File: config.mk
export PLATFORM = sky130hd
export DESIGN_NAME = mixmode_out_stage
export DESIGN_NICKNAME = d
export VERILOG_FILES = /design/src/rtl/mixmode_pkg.sv /design/src/rtl/mixmode_tap_select.sv /design/src/rtl/mixmode_sum.sv /design/src/rtl/mixmode_vol_scale.sv /design/src/rtl/mixmode_out_stage.sv
export SDC_FILE = /design/constraint.sdc
export NUM_CORES = 1
export LEC_CHECK = 0
export CAP_MARGIN = 20
export CORE_MARGIN = 2
export CORE_UTILIZATION = 35
export CTS_BUF_LIST = sky130_fd_sc_hd__clkbuf_8
export DETAILED_ROUTE_END_ITERATION = 10
export DONT_BUFFER_PORTS = 1
export GPL_TIMING_DRIVEN = 0
export PLACE_DENSITY = 0.61
export SLEW_MARGIN = 0
export SYNTH_ARGS = -nofsm -noshare
export SYNTH_HDL_FRONTEND = slang
export SYNTH_SLANG_ARGS = --single-unit
File: constraint.sdc
create_clock -name clk -period 0.83 [get_ports clk]
set_input_delay 0.2075 -clock clk [delete_from_list [all_inputs] [get_ports clk]]
set_output_delay 0.2075 -clock clk [all_outputs]
set_load 0.05 [all_outputs]
File: src/rtl/mixmode_pkg.sv
`timescale 1ns/1ps
package mixmode_pkg;

  // Position of each filter tap inside the packed tap vector; this order is
  // also the order of the mode bits that select them.
  typedef enum logic [1:0] {
    TAP_LP = 2'd0,
    TAP_BP = 2'd1,
    TAP_HP = 2'd2
  } tap_idx_e;

  localparam int NUM_TAPS = 3;

  // Growth of the sum over the tap width: three taps need two bits,
  // three taps plus dry plus offset (five terms) need three.
  localparam int WET_GROWTH = 2;
  localparam int MIX_GROWTH = 3;

endpackage

File: src/rtl/mixmode_tap_select.sv
`timescale 1ns/1ps
module mixmode_tap_select
  import mixmode_pkg::*;
#(
  parameter int SAMPLE_W = 16,
  localparam int WET_W = SAMPLE_W + WET_GROWTH
) (
  input  logic                               filt_en,
  input  logic [NUM_TAPS-1:0]                tap_sel,
  input  logic [NUM_TAPS-1:0][SAMPLE_W-1:0]  taps,
  output logic signed [WET_W-1:0]            wet_sum
);

  logic signed [WET_W-1:0] gated [NUM_TAPS];

  // One gate per tap; the bypass path forces every gate closed.
  for (genvar g = 0; g < NUM_TAPS; g++) begin : g_gate
    logic signed [SAMPLE_W-1:0] tap_s;
    logic                       pass;

    always_comb begin
      tap_s = $signed(taps[g]);
      pass  = filt_en & tap_sel[g];
    end

    always_comb begin
      if (pass) begin
        gated[g] = WET_W'(tap_s);
      end else begin
        gated[g] = '0;
      end
    end
  end

  // Unweighted sum of the open gates.
  always_comb begin
    wet_sum = '0;
    for (int k = 0; k < NUM_TAPS; k++) begin
      wet_sum = wet_sum + gated[k];
    end
  end

endmodule

File: src/rtl/mixmode_sum.sv
`timescale 1ns/1ps
module mixmode_sum
  import mixmode_pkg::*;
#(
  parameter int SAMPLE_W = 16,
  localparam int WET_W = SAMPLE_W + WET_GROWTH,
  localparam int SUM_W = SAMPLE_W + MIX_GROWTH
) (
  input  logic signed [SAMPLE_W-1:0] dry_sum,
  input  logic signed [WET_W-1:0]    wet_sum,
  input  logic signed [SAMPLE_W-1:0] dc_offset,
  output logic signed [SUM_W-1:0]    mix_sum
);

  logic signed [SUM_W-1:0] dry_ext;
  logic signed [SUM_W-1:0] wet_ext;
  logic signed [SUM_W-1:0] off_ext;

  always_comb begin
    dry_ext = SUM_W'(dry_sum);
    wet_ext = SUM_W'(wet_sum);
    off_ext = SUM_W'(dc_offset);
    mix_sum = dry_ext + wet_ext + off_ext;
  end

endmodule

File: src/rtl/mixmode_vol_scale.sv
`timescale 1ns/1ps
module mixmode_vol_scale #(
  parameter int SUM_W = 19,
  parameter int VOL_W = 4,
  localparam int PROD_W = SUM_W + VOL_W
) (
  input  logic signed [SUM_W-1:0]  mix_sum,
  input  logic        [VOL_W-1:0]  volume,
  output logic signed [PROD_W-1:0] scaled
);

  // The volume is unsigned: widen it with a zero sign bit before the
  // signed multiply so that 8..15 never read as negative.
  logic signed [PROD_W-1:0] sum_ext;
  logic signed [PROD_W-1:0] vol_ext;

  always_comb begin
    sum_ext = PROD_W'(mix_sum);
    vol_ext = $signed({{(PROD_W-VOL_W){1'b0}}, volume});
    scaled  = sum_ext * vol_ext;
  end

endmodule

File: src/rtl/mixmode_out_stage.sv
`timescale 1ns/1ps
module mixmode_out_stage
  import mixmode_pkg::*;
#(
  parameter int SAMPLE_W = 16,
  parameter int VOL_W    = 4
) (
  input  logic                               clk,
  input  logic                               rst_n,
  input  logic                               in_valid,
  input  logic                               filt_en,
  input  logic [NUM_TAPS-1:0]                mode,
  input  logic [VOL_W-1:0]                   volume,
  input  logic signed [SAMPLE_W-1:0]         dry_sum,
  input  logic signed [SAMPLE_W-1:0]         hp_tap,
  input  logic signed [SAMPLE_W-1:0]         bp_tap,
  input  logic signed [SAMPLE_W-1:0]         lp_tap,
  input  logic signed [SAMPLE_W-1:0]         dc_offset,
  output logic                               out_valid,
  output logic signed [SAMPLE_W+MIX_GROWTH+VOL_W-1:0] mix_out
);

  localparam int WET_W  = SAMPLE_W + WET_GROWTH;
  localparam int SUM_W  = SAMPLE_W + MIX_GROWTH;
  localparam int PROD_W = SUM_W + VOL_W;

  // ---------------------------------------------------------------------
  // Reset: asserted asynchronously, released on the second clock edge.
  // ---------------------------------------------------------------------
  logic [1:0] rst_pipe;
  logic       rst_sync_n;

  always_ff @(posedge clk or negedge rst_n) begin
    if (!rst_n) begin
      rst_pipe <= '0;
    end else begin
      rst_pipe <= {rst_pipe[0], 1'b1};
    end
  end

  assign rst_sync_n = rst_pipe[1];

  // ---------------------------------------------------------------------
  // Datapath
  // ---------------------------------------------------------------------
  logic [NUM_TAPS-1:0][SAMPLE_W-1:0] taps;
  logic signed [WET_W-1:0]           wet_sum;
  logic signed [SUM_W-1:0]           mix_sum;
  logic signed [PROD_W-1:0]          scaled;

  always_comb begin
    taps               = '0;
    taps[int'(TAP_LP)] = lp_tap;
    taps[int'(TAP_BP)] = bp_tap;
    taps[int'(TAP_HP)] = hp_tap;
  end

  mixmode_tap_select #(
    .SAMPLE_W (SAMPLE_W)
  ) u_sel (
    .filt_en  (filt_en),
    .tap_sel  (mode),
    .taps     (taps),
    .wet_sum  (wet_sum)
  );

  mixmode_sum #(
    .SAMPLE_W (SAMPLE_W)
  ) u_sum (
    .dry_sum   (dry_sum),
    .wet_sum   (wet_sum),
    .dc_offset (dc_offset),
    .mix_sum   (mix_sum)
  );

  mixmode_vol_scale #(
    .SUM_W (SUM_W),
    .VOL_W (VOL_W)
  ) u_vol (
    .mix_sum (mix_sum),
    .volume  (volume),
    .scaled  (scaled)
  );

  // ---------------------------------------------------------------------
  // Output register: next state, then register, in_valid as clock enable.
  // ---------------------------------------------------------------------
  logic                     out_en;
  logic                     valid_d;
  logic signed [PROD_W-1:0] mix_d;

  always_comb begin
    out_en  = in_valid;
    valid_d = in_valid;
    mix_d   = mix_out;
    if (out_en) begin
      mix_d = scaled;
    end
  end

  always_ff @(posedge clk or negedge rst_sync_n) begin
    if (!rst_sync_n) begin
      out_valid <= 1'b0;
      mix_out   <= '0;
    end else begin
      out_valid <= valid_d;
      mix_out   <= mix_d;
    end
  end

endmodule

==> results.toml, run 1 <==
[outcome]
status = "finished with violations"
violations = "setup timing"

[finish]
area_delta_synth_final_pct = 25.81
num-fill-cells = 1734
ff_latch_area_um2 = 680.7
design_area_um2 = 8019
finalNetCount = 1039
multi_input_area_um2 = 6063
fin_cells = 1026
num_antenna_cells = 0
layout-drive-gt1-share = 0.2911

[die]
die_w_um = 138.9
die_area_um2 = 19310
num_io_pins = 115
core_um2 = 17900
rows = 49
start_util = 0.3560
die_h_um = 138.9

[sta]
tightestPinTransition_ns = 0.6398
setup_viol = 47
min_period_ns = 7.470
timing.final.ws_setup_ns = -6.640
rsz0062_at_grt = "yes"
finalCritPeriodShare = 9.000
fmax_mhz = 133.9
slew_viol_final = 0
tns_ns = -116.12
hold_violations = 0
relSlewSlack = 0.5735
skew_ns = 0.004788

[critical_path]
crit_path_top_delay_cell = "fa_1"
critPathCaptureType = "flip-flop"
crit_family = "adder cells"
crit_path_frequent_cell = "fa_1"
worstSetupPathType = "in -> reg"
start_kind = "input port"
r2r-end = "mix_out[11]"
worstPathRequired_ns = 0.99
arrival_ns = 7.63
worst-path-buf-inv = 3
slowest_delay_ns = 0.54
rrSetupSlack_ns = -0.20
setup.worst_path.end = "mix_out[22]"
crit_fanout = 8
reg2reg_from = "mix_out[11]"
reg2regPathDepth = 2
critPathLaunch = "filt_en"
cp.depth = 32

[placed_design]
pre_cts_ws_ns = -7.128
hpwl_um = 12300
dp_cells = 988
io_buffers = 0
dpl_cell_area_um2 = 7218
gp_routability_congestion = 0.8355

[routing]
detail-route-antenna-nets = 0
wirelength_um = 14410
dr.pass1.iters = 4
drc = 0
vias_per_cell = 4.905
vias = 5033
wl_per_cell_um = 14.04
drt_iter0_markers = 187

[synthesis]
netlist_instances = 759
synth-edff-count = 0
synth-seq-cells = 26
synth_area_um2 = 6374
ys.flop_type = "dfrtp_1"
syn-num-nets = 1000
async_flop_share = 1.000
synth-seq-area-share = 0.1021
synth_cell_type_count = 53
avgSynthCellArea_um2 = 8.397
yosys_warnings = 0

[job]
maxCapViolations = 0

[global_route]
grt_overflow = 0
grt_max_degree = 25
antenna_found_initial = 0
grt_pass1_vias = 5233
grt_pass1_wl_um = 24980
grtUsageTotal = 0.1523

[cts]
cts_tree = "built"
worstSkewPairLatency_ns = 0.28
cts_htree_levels = 1
clk_path_buf_depth = 2
cts_buffers = 3
clock_tree.root_cell = "clkbuf_8"
clkSlewWorstSetupHoldPaths_ns = 0.08
clock-sinks = 26

[min_path]
holdCritPathClass = "in -> async"
[flip-flops by register name (all words and copies together), names as in the netlist]
register and flops:
rst_pipe 2, mix_out 23, out_valid 1
[worst min path at each step]
stage                             end  slack [ns]  cells past startpoint
after floorplan           rst_pipe[0]       -0.09                      0
after global placement    rst_pipe[1]       -0.09                      0
after detailed placement  rst_pipe[1]       -0.09                      0
after CTS                 rst_pipe[0]        0.15                      1
after global routing      rst_pipe[0]        0.16                      1
final                     rst_pipe[0]        0.16                      1
[cell usage after synthesis, types with 2 or more instances]
library cell | count | area share
a211o_1 | 2 | 0.0027
a211oi_1 | 11 | 0.013
a211oi_2 | 2 | 0.0039
a21boi_0 | 2 | 0.0024
a21o_1 | 14 | 0.016
a21oi_1 | 28 | 0.022
a311o_1 | 2 | 0.0031
a311oi_1 | 5 | 0.0069
a31o_2 | 2 | 0.0027
a31oi_1 | 9 | 0.0088
and2_1 | 48 | 0.047
and3_1 | 20 | 0.020
buf_1 | 2 | 0.0012
clkbuf_1 | 18 | 0.011
dfrtp_1 | 26 | 0.10
fa_1 | 74 | 0.23
ha_1 | 76 | 0.15
inv_1 | 134 | 0.079
mux2_2 | 14 | 0.025
nand2_1 | 71 | 0.042
nand2b_1 | 11 | 0.011
nand3_1 | 14 | 0.011
nand3b_1 | 4 | 0.0047
nor2_1 | 25 | 0.015
nor2b_1 | 9 | 0.0088
nor3_1 | 11 | 0.0086
nor3b_1 | 4 | 0.0047
nor4_1 | 2 | 0.0020
o211ai_1 | 8 | 0.0094
o21a_1 | 3 | 0.0035
o21ai_0 | 20 | 0.016
o21ai_1 | 5 | 0.0039
o21bai_1 | 8 | 0.0094
o311ai_1 | 3 | 0.0041
o31ai_1 | 3 | 0.0035
or2_1 | 2 | 0.0020
or3_1 | 11 | 0.011
xnor2_1 | 30 | 0.041
xor2_1 | 12 | 0.016
[layout make-up]
| type | count | share of cell area |
|---|---|---|
| inverter | 134 | 0.06272 |
| timing repair buffer | 35 | 0.03807 |
| multi-input combinational | 579 | 0.7561 |
| clock buffer | 4 | 0.006865 |
| buffer | 19 | 0.01560 |
| sequential | 26 | 0.08488 |
| tap | 229 | 0.03573 |
[cells in the final DEF, fill, tap and decap left out, types with 12 or more instances in the layout]
master	instances
dfrtp_2	24
a21oi_1	12
a21oi_2	15
xnor2_2	12
ha_1	41
xnor2_1	18
and2_1	40
nand2_1	68
fa_1	71
a21o_1	14
nor2_1	21
and3_1	17
ha_4	29
buf_4	23
inv_2	23
inv_1	111
[layer usage]
layer	GRT usage	part of all wire	up-vias
met5	0	0	-
met4	0.03190	0.0093	0
met3	0.02728	0.054	7
met2	0.2600	0.46	102
met1	0.2029	0.47	2348
li1	-	-	2576
[stage by stage]
step                      hold WS (ns)  utilization
final                           0.1586       0.4479
after global routing            0.1561       0.4479
after CTS                       0.1515       0.4398
after detailed placement      -0.08804       0.4032
after global placement        -0.08804       0.4032
after floorplan               -0.08809            -
[cells by family (layout without fill, tap and decap cells)]
group | after synthesis | in the layout | synth area share
DFF | 26 | 26 | 0.1021
buffers and inverters | 154 | 192 | 0.09069
AOI/OAI and AO/OA | 135 | 135 | 0.1461
adders and majority gates | 150 | 150 | 0.3816
other | 1 | 1 | 0.0005884
and+or+nand+nor | 235 | 235 | 0.1906
muxes | 15 | 15 | 0.02709
xor gates and xnor gates | 43 | 43 | 0.06125
[what timing repair did]
item                       in CTS  in global routing
setup endpoints to repair      71                 47
cloned                          0                  0
hold endpoints to repair        3                  0
hold buffers                    2                  0
resized for setup              88                 25
pin swaps                      50                 11
setup buffers                  30                  3
Power of run 1 is not shown: default switching activity piles up to over one toggle a cycle in this logic, so the estimate is an artifact.
==> inputs of run 2 (changes only) <==
Settings changed: MAX_ROUTING_LAYER set to met4.
==> run 2 against run 1 <==
  * Cell count is the same
  * Critical path depth is the same
  * Non-clock buffer count is the same
  * The run still ends with setup timing left
  * Worst hold slack is essentially flat
  * Worst setup slack is essentially flat
  * Critical path type unchanged
  * Wire length is essentially flat
==> results.toml, run 2 (synthesis results as in run 1) <==
[critical_path]
critPathCaptureType = "flip-flop"
reg2reg_from = "mix_out[11]"
crit_path_frequent_cell = "fa_1"
start_kind = "input port"
critPathLaunch = "filt_en"
crit_fanout = 8
arrival_ns = 7.63
crit_path_top_delay_cell = "fa_1"
worstPathRequired_ns = 0.99
worstSetupPathType = "in -> reg"
slowest_delay_ns = 0.54

[sta]
tns_ns = -116.12
setup_viol = 47
fmax_mhz = 133.9
relSlewSlack = 0.5734
tightestPinTransition_ns = 0.6399
hold_violations = 0
rsz0062_at_grt = "yes"
skew_ns = 0.004787
finalCritPeriodShare = 8.999
slew_viol_final = 0
timing.final.ws_setup_ns = -6.639
min_period_ns = 7.469

[global_route]
grt_pass1_wl_um = 24960
antenna_found_initial = 0
grt.met1_usage = 0.2044
grt_overflow = 0
grt_pass1_vias = 5238
grt_use_met2 = 0.2600
globalRouteMet3Util = 0.02486
grt_max_degree = 25
grtUsageTotal = 0.1568
top_usage_layer = "met2"

[routing]
wl_per_cell_um = 14.05
wirelength_um = 14420
dr.pass1.iters = 4
vias = 5034
detail-route-antenna-nets = 0
drt_iter0_markers = 173
drc = 0
vias_per_cell = 4.906

[cts]
clock-sinks = 26
worstSkewPairLatency_ns = 0.28
cts_tree = "built"
clk_path_buf_depth = 2
cts_htree_levels = 1
clkSlewWorstSetupHoldPaths_ns = 0.08
cts_buffers = 3
clock_tree.root_cell = "clkbuf_8"

[placed_design]
dpl_cell_area_um2 = 7218
gp_routability_congestion = 0.8484
hpwl_um = 12300
io_buffers = 0

[finish]
final_cell_mix = "inv_1 (111), fa_1 (71), nand2_1 (68), ha_1 (41), and2_1 (40)"
finalNetCount = 1039
num-fill-cells = 1734
layout-drive-gt1-share = 0.2911
num_antenna_cells = 0
top_register = "mix_out"
layout_commonest_cell = "inv_1"
fin_util = 0.4479
largest_register_ffs = 23
reg.largest.list = "mix_out (23), rst_pipe (2), out_valid (1)"
design_area_um2 = 8019
area_delta_synth_final_pct = 25.81

[outcome]
violations = "setup timing"
status = "finished with violations"

[die]
die_w_um = 138.9
start_util = 0.3560
die_h_um = 138.9
die_area_um2 = 19310
rows = 49
num_io_pins = 115
core_um2 = 17900

[min_path]
holdCritPathClass = "in -> async"

[job]
maxCapViolations = 0
-- run 2: cell counts in the layout (fill, tap and decap cells not counted) --
No cell type changed its count.
-- run 2: metrics by stage --
step | hold slack [ns] | setup WS [ns] | cells
after detailed placement | -0.08804 | -7.128 | 988
after global routing | 0.1561 | -6.979 | 1026
after global placement | -0.08804 | -7.129 | 988
after CTS | 0.1515 | -6.666 | 1023
final | 0.1586 | -6.639 | 1026
after floorplan | -0.08809 | -6.612 | 759
-- run 2: final timing paths --
check	slack (ns)	cells after the start	endpoint
max in group asynchronous	0.22	0	mix_out[15]
hold / removal	0.16	1	rst_pipe[0]
setup reg to reg	-0.20	2	mix_out[11]
setup / recovery	-6.64	32	mix_out[22]
hold reg to reg	0.24	0	mix_out[22]
min in group clk	0.35	0	rst_pipe[1]
-- run 2: cell type report --
| class | instances | area [µm²] | area share |
|---|---|---|---|
| Buffer | 19 | 125.1 | 0.01560 |
| Clock buffer | 4 | 55.05 | 0.006865 |
| Inverter | 134 | 503.0 | 0.06272 |
| Multi-Input combinational cell | 579 | 6063 | 0.7561 |
| Sequential cell | 26 | 680.7 | 0.08488 |
| Tap cell | 229 | 286.5 | 0.03573 |
| Timing Repair Buffer | 35 | 305.3 | 0.03807 |
-- run 2: routing by layer --
layer | wire length [µm] | up-vias
met5 | 0 | -
met4 | 133 | 0
met3 | 743 | 7
met2 | 6676 | 102
met1 | 6862 | 2349
li1 | - | 2576
-- run 2: critical path, delay by kind of cell --
family,cells,cell delay (ns)
AO/OA/AOI/OAI,11,1.92
adder cells (fa/ha/maj),9,3.33
XOR/XNOR,2,0.40
AND/OR/NAND/NOR,6,1.25
multiplexers,1,0.27
buffers and inverters,3,0.24
-- run 2: repair_timing --
item	in CTS	in global routing
hold buffers	2	0
pin swaps	50	11
buffers inserted	30	3
setup endpoints to repair	71	47
gates resized for setup	88	25
endpoints found under the hold margin	3	0
Power of run 2 is left out for the same reason.
==> inputs of run 3 (changes only) <==
Settings changed: PLACE_DENSITY 0.61 to 0.54.
==> run 3 against run 2 <==
  * The run still ends with setup timing left
  * Global-route usage up 0.95 points
  * Wire length rose by 11%
  * Core utilization is 2.8 points higher
  * Maximum frequency increased by 0.56%
  * Critical path depth unchanged
  * Sequential cell count is the same
  * Clock skew decreased by 0.0021 ns
  * Non-clock buffer count up 21
  * Sequential share of layout area shrank 0.50 points
  * Largest cell class unchanged
==> results.toml, run 3 (synthesis results as in run 1) <==
[sta]
relSlewSlack = 0.5217
tightestPinTransition_ns = 0.7174
hold_violations = 0
timing.final.ws_setup_ns = -6.598
holdWs_ns = 0.1508
fmax_mhz = 134.6
slew_viol_final = 0
rsz0062_at_grt = "yes"
setup_viol = 47
skew_ns = 0.002713
min_period_ns = 7.428
finalCritPeriodShare = 8.949

[routing]
dr.pass1.iters = 4
wirelength_um = 15940
drc = 0
wl_per_cell_um = 15.22
detail-route-antenna-nets = 0
vias = 5274
vias_per_cell = 5.037
drt_iter0_markers = 156

[die]
start_util = 0.3560
core_um2 = 17900
num_io_pins = 115
die_area_um2 = 19310
rows = 49
die_w_um = 138.9
die_h_um = 138.9

[finish]
area_delta_synth_final_pct = 33.61
final_cell_mix = "inv_1 (108), fa_1 (71), nand2_1 (65), buf_4 (42), ha_4 (38)"
layout-drive-gt1-share = 0.3619
ff_latch_area_um2 = 680.7
finalNetCount = 1060
num_antenna_cells = 0
fin_cells = 1047
reg.largest.list = "mix_out (23), rst_pipe (2), out_valid (1)"
layout_commonest_cell = "inv_1"
largest_register_ffs = 23
top_register = "mix_out"
multi_input_area_um2 = 6377
num-fill-cells = 1695

[placed_design]
io_buffers = 0
hpwl_um = 12930
dp_cells = 988
gp_routability_congestion = 0.8655
pre_cts_ws_ns = -7.198

[critical_path]
reg2reg_from = "mix_out[22]"
crit_path_frequent_cell = "fa_1"
slowest_delay_ns = 0.50
critPathCaptureType = "flip-flop"
worstSetupPathType = "in -> reg"
reg2regPathDepth = 1
arrival_ns = 7.60
crit_path_top_delay_cell = "fa_1"
crit_fanout = 6
critPathLaunch = "filt_en"
start_kind = "input port"
worstPathRequired_ns = 1.00

[cts]
worstSkewPairLatency_ns = 0.28
cts_tree = "built"
clock_tree.root_cell = "clkbuf_8"
clk_path_buf_depth = 2
clkSlewWorstSetupHoldPaths_ns = 0.08
clock-sinks = 26
cts_htree_levels = 1
cts_buffers = 3

[global_route]
grt_pass1_vias = 5646
grtUsageTotal = 0.1664
grt_overflow = 0
grt_pass1_wl_um = 26430
grt_max_degree = 25
antenna_found_initial = 0

[job]
maxCapViolations = 0

[min_path]
holdCritPathClass = "in -> async"

[outcome]
status = "finished with violations"
violations = "setup timing"
==> run 3: changes by cell type in the layout (fill, tap and decap cells not counted), moves of 4 or more <==
cell    before  now
buf_4       23   42
and2_1      40   35
and2_4       8   12
ha_4        29   38
mux2_2       9    5
mux2_4       6   10
ha_1        41   32
==> run 3: per-layer routing <==
layer / track usage / vias up / share of wire
met1: 0.2023 / 2518 / 0.44
met4: 0.03668 / 0 / 0.013
li1: - / 2613 / -
met3: 0.02383 / 19 / 0.052
met5: - / - / 0
met2: 0.2938 / 124 / 0.49
==> run 3: cell type report <==
class | count | share of cell area
timing repair buffer | 57 | 0.05686
multi-input combinational | 579 | 0.7489
buffer | 18 | 0.01322
inverter | 134 | 0.05907
tap | 229 | 0.03365
clock inverter | 1 | 0.003526
clock buffer | 3 | 0.004849
sequential | 26 | 0.07993
==> run 3: final timing paths <==
| kind | endpoint | slack, ns |
|---|---|---|
| setup / recovery | mix_out[22] | -6.60 |
| hold / removal | rst_pipe[1] | 0.15 |
| setup reg to reg | mix_out[22] | -0.20 |
| hold reg to reg | mix_out[2] | 0.24 |
| max in group asynchronous | mix_out[11] | 0.22 |
| min in group clk | mix_out[0] | 0.36 |
==> run 3: critical path, delay by kind of cell <==
family / cells / cell delay [ns]
xor gates and xnor gates: 2 / 0.41
and+or+nand+nor: 6 / 1.26
AOI/OAI and AO/OA: 11 / 1.99
buffers and inverters: 3 / 0.22
adders and majority gates: 9 / 3.24
muxes: 1 / 0.26
==> run 3: timing repair <==
| action | in CTS | in global routing |
|---|---|---|
| hold buffers | 2 | 0 |
| resized for setup | 105 | 77 |
| setup buffers | 44 | 18 |
| setup endpoints to repair | 71 | 47 |
| pin swaps | 69 | 63 |
| cloned | 1 | 0 |
| hold endpoints to repair | 3 | 0 |
==> run 3: metrics by stage <==
stage | util | instance area [µm²] | setup TNS, ns
3_5_place_dp | 0.4032 | 7218 | -126.31
4_1_cts | 0.4502 | 8059 | -118.64
3_3_place_gp | 0.4032 | 7218 | -123.64
6_report | 0.4757 | 8516 | -117.62
2_1_floorplan | - | 6932 | -112.42
5_1_grt | 0.4757 | 8516 | -123.38
Power of run 3 is left out for the same reason.
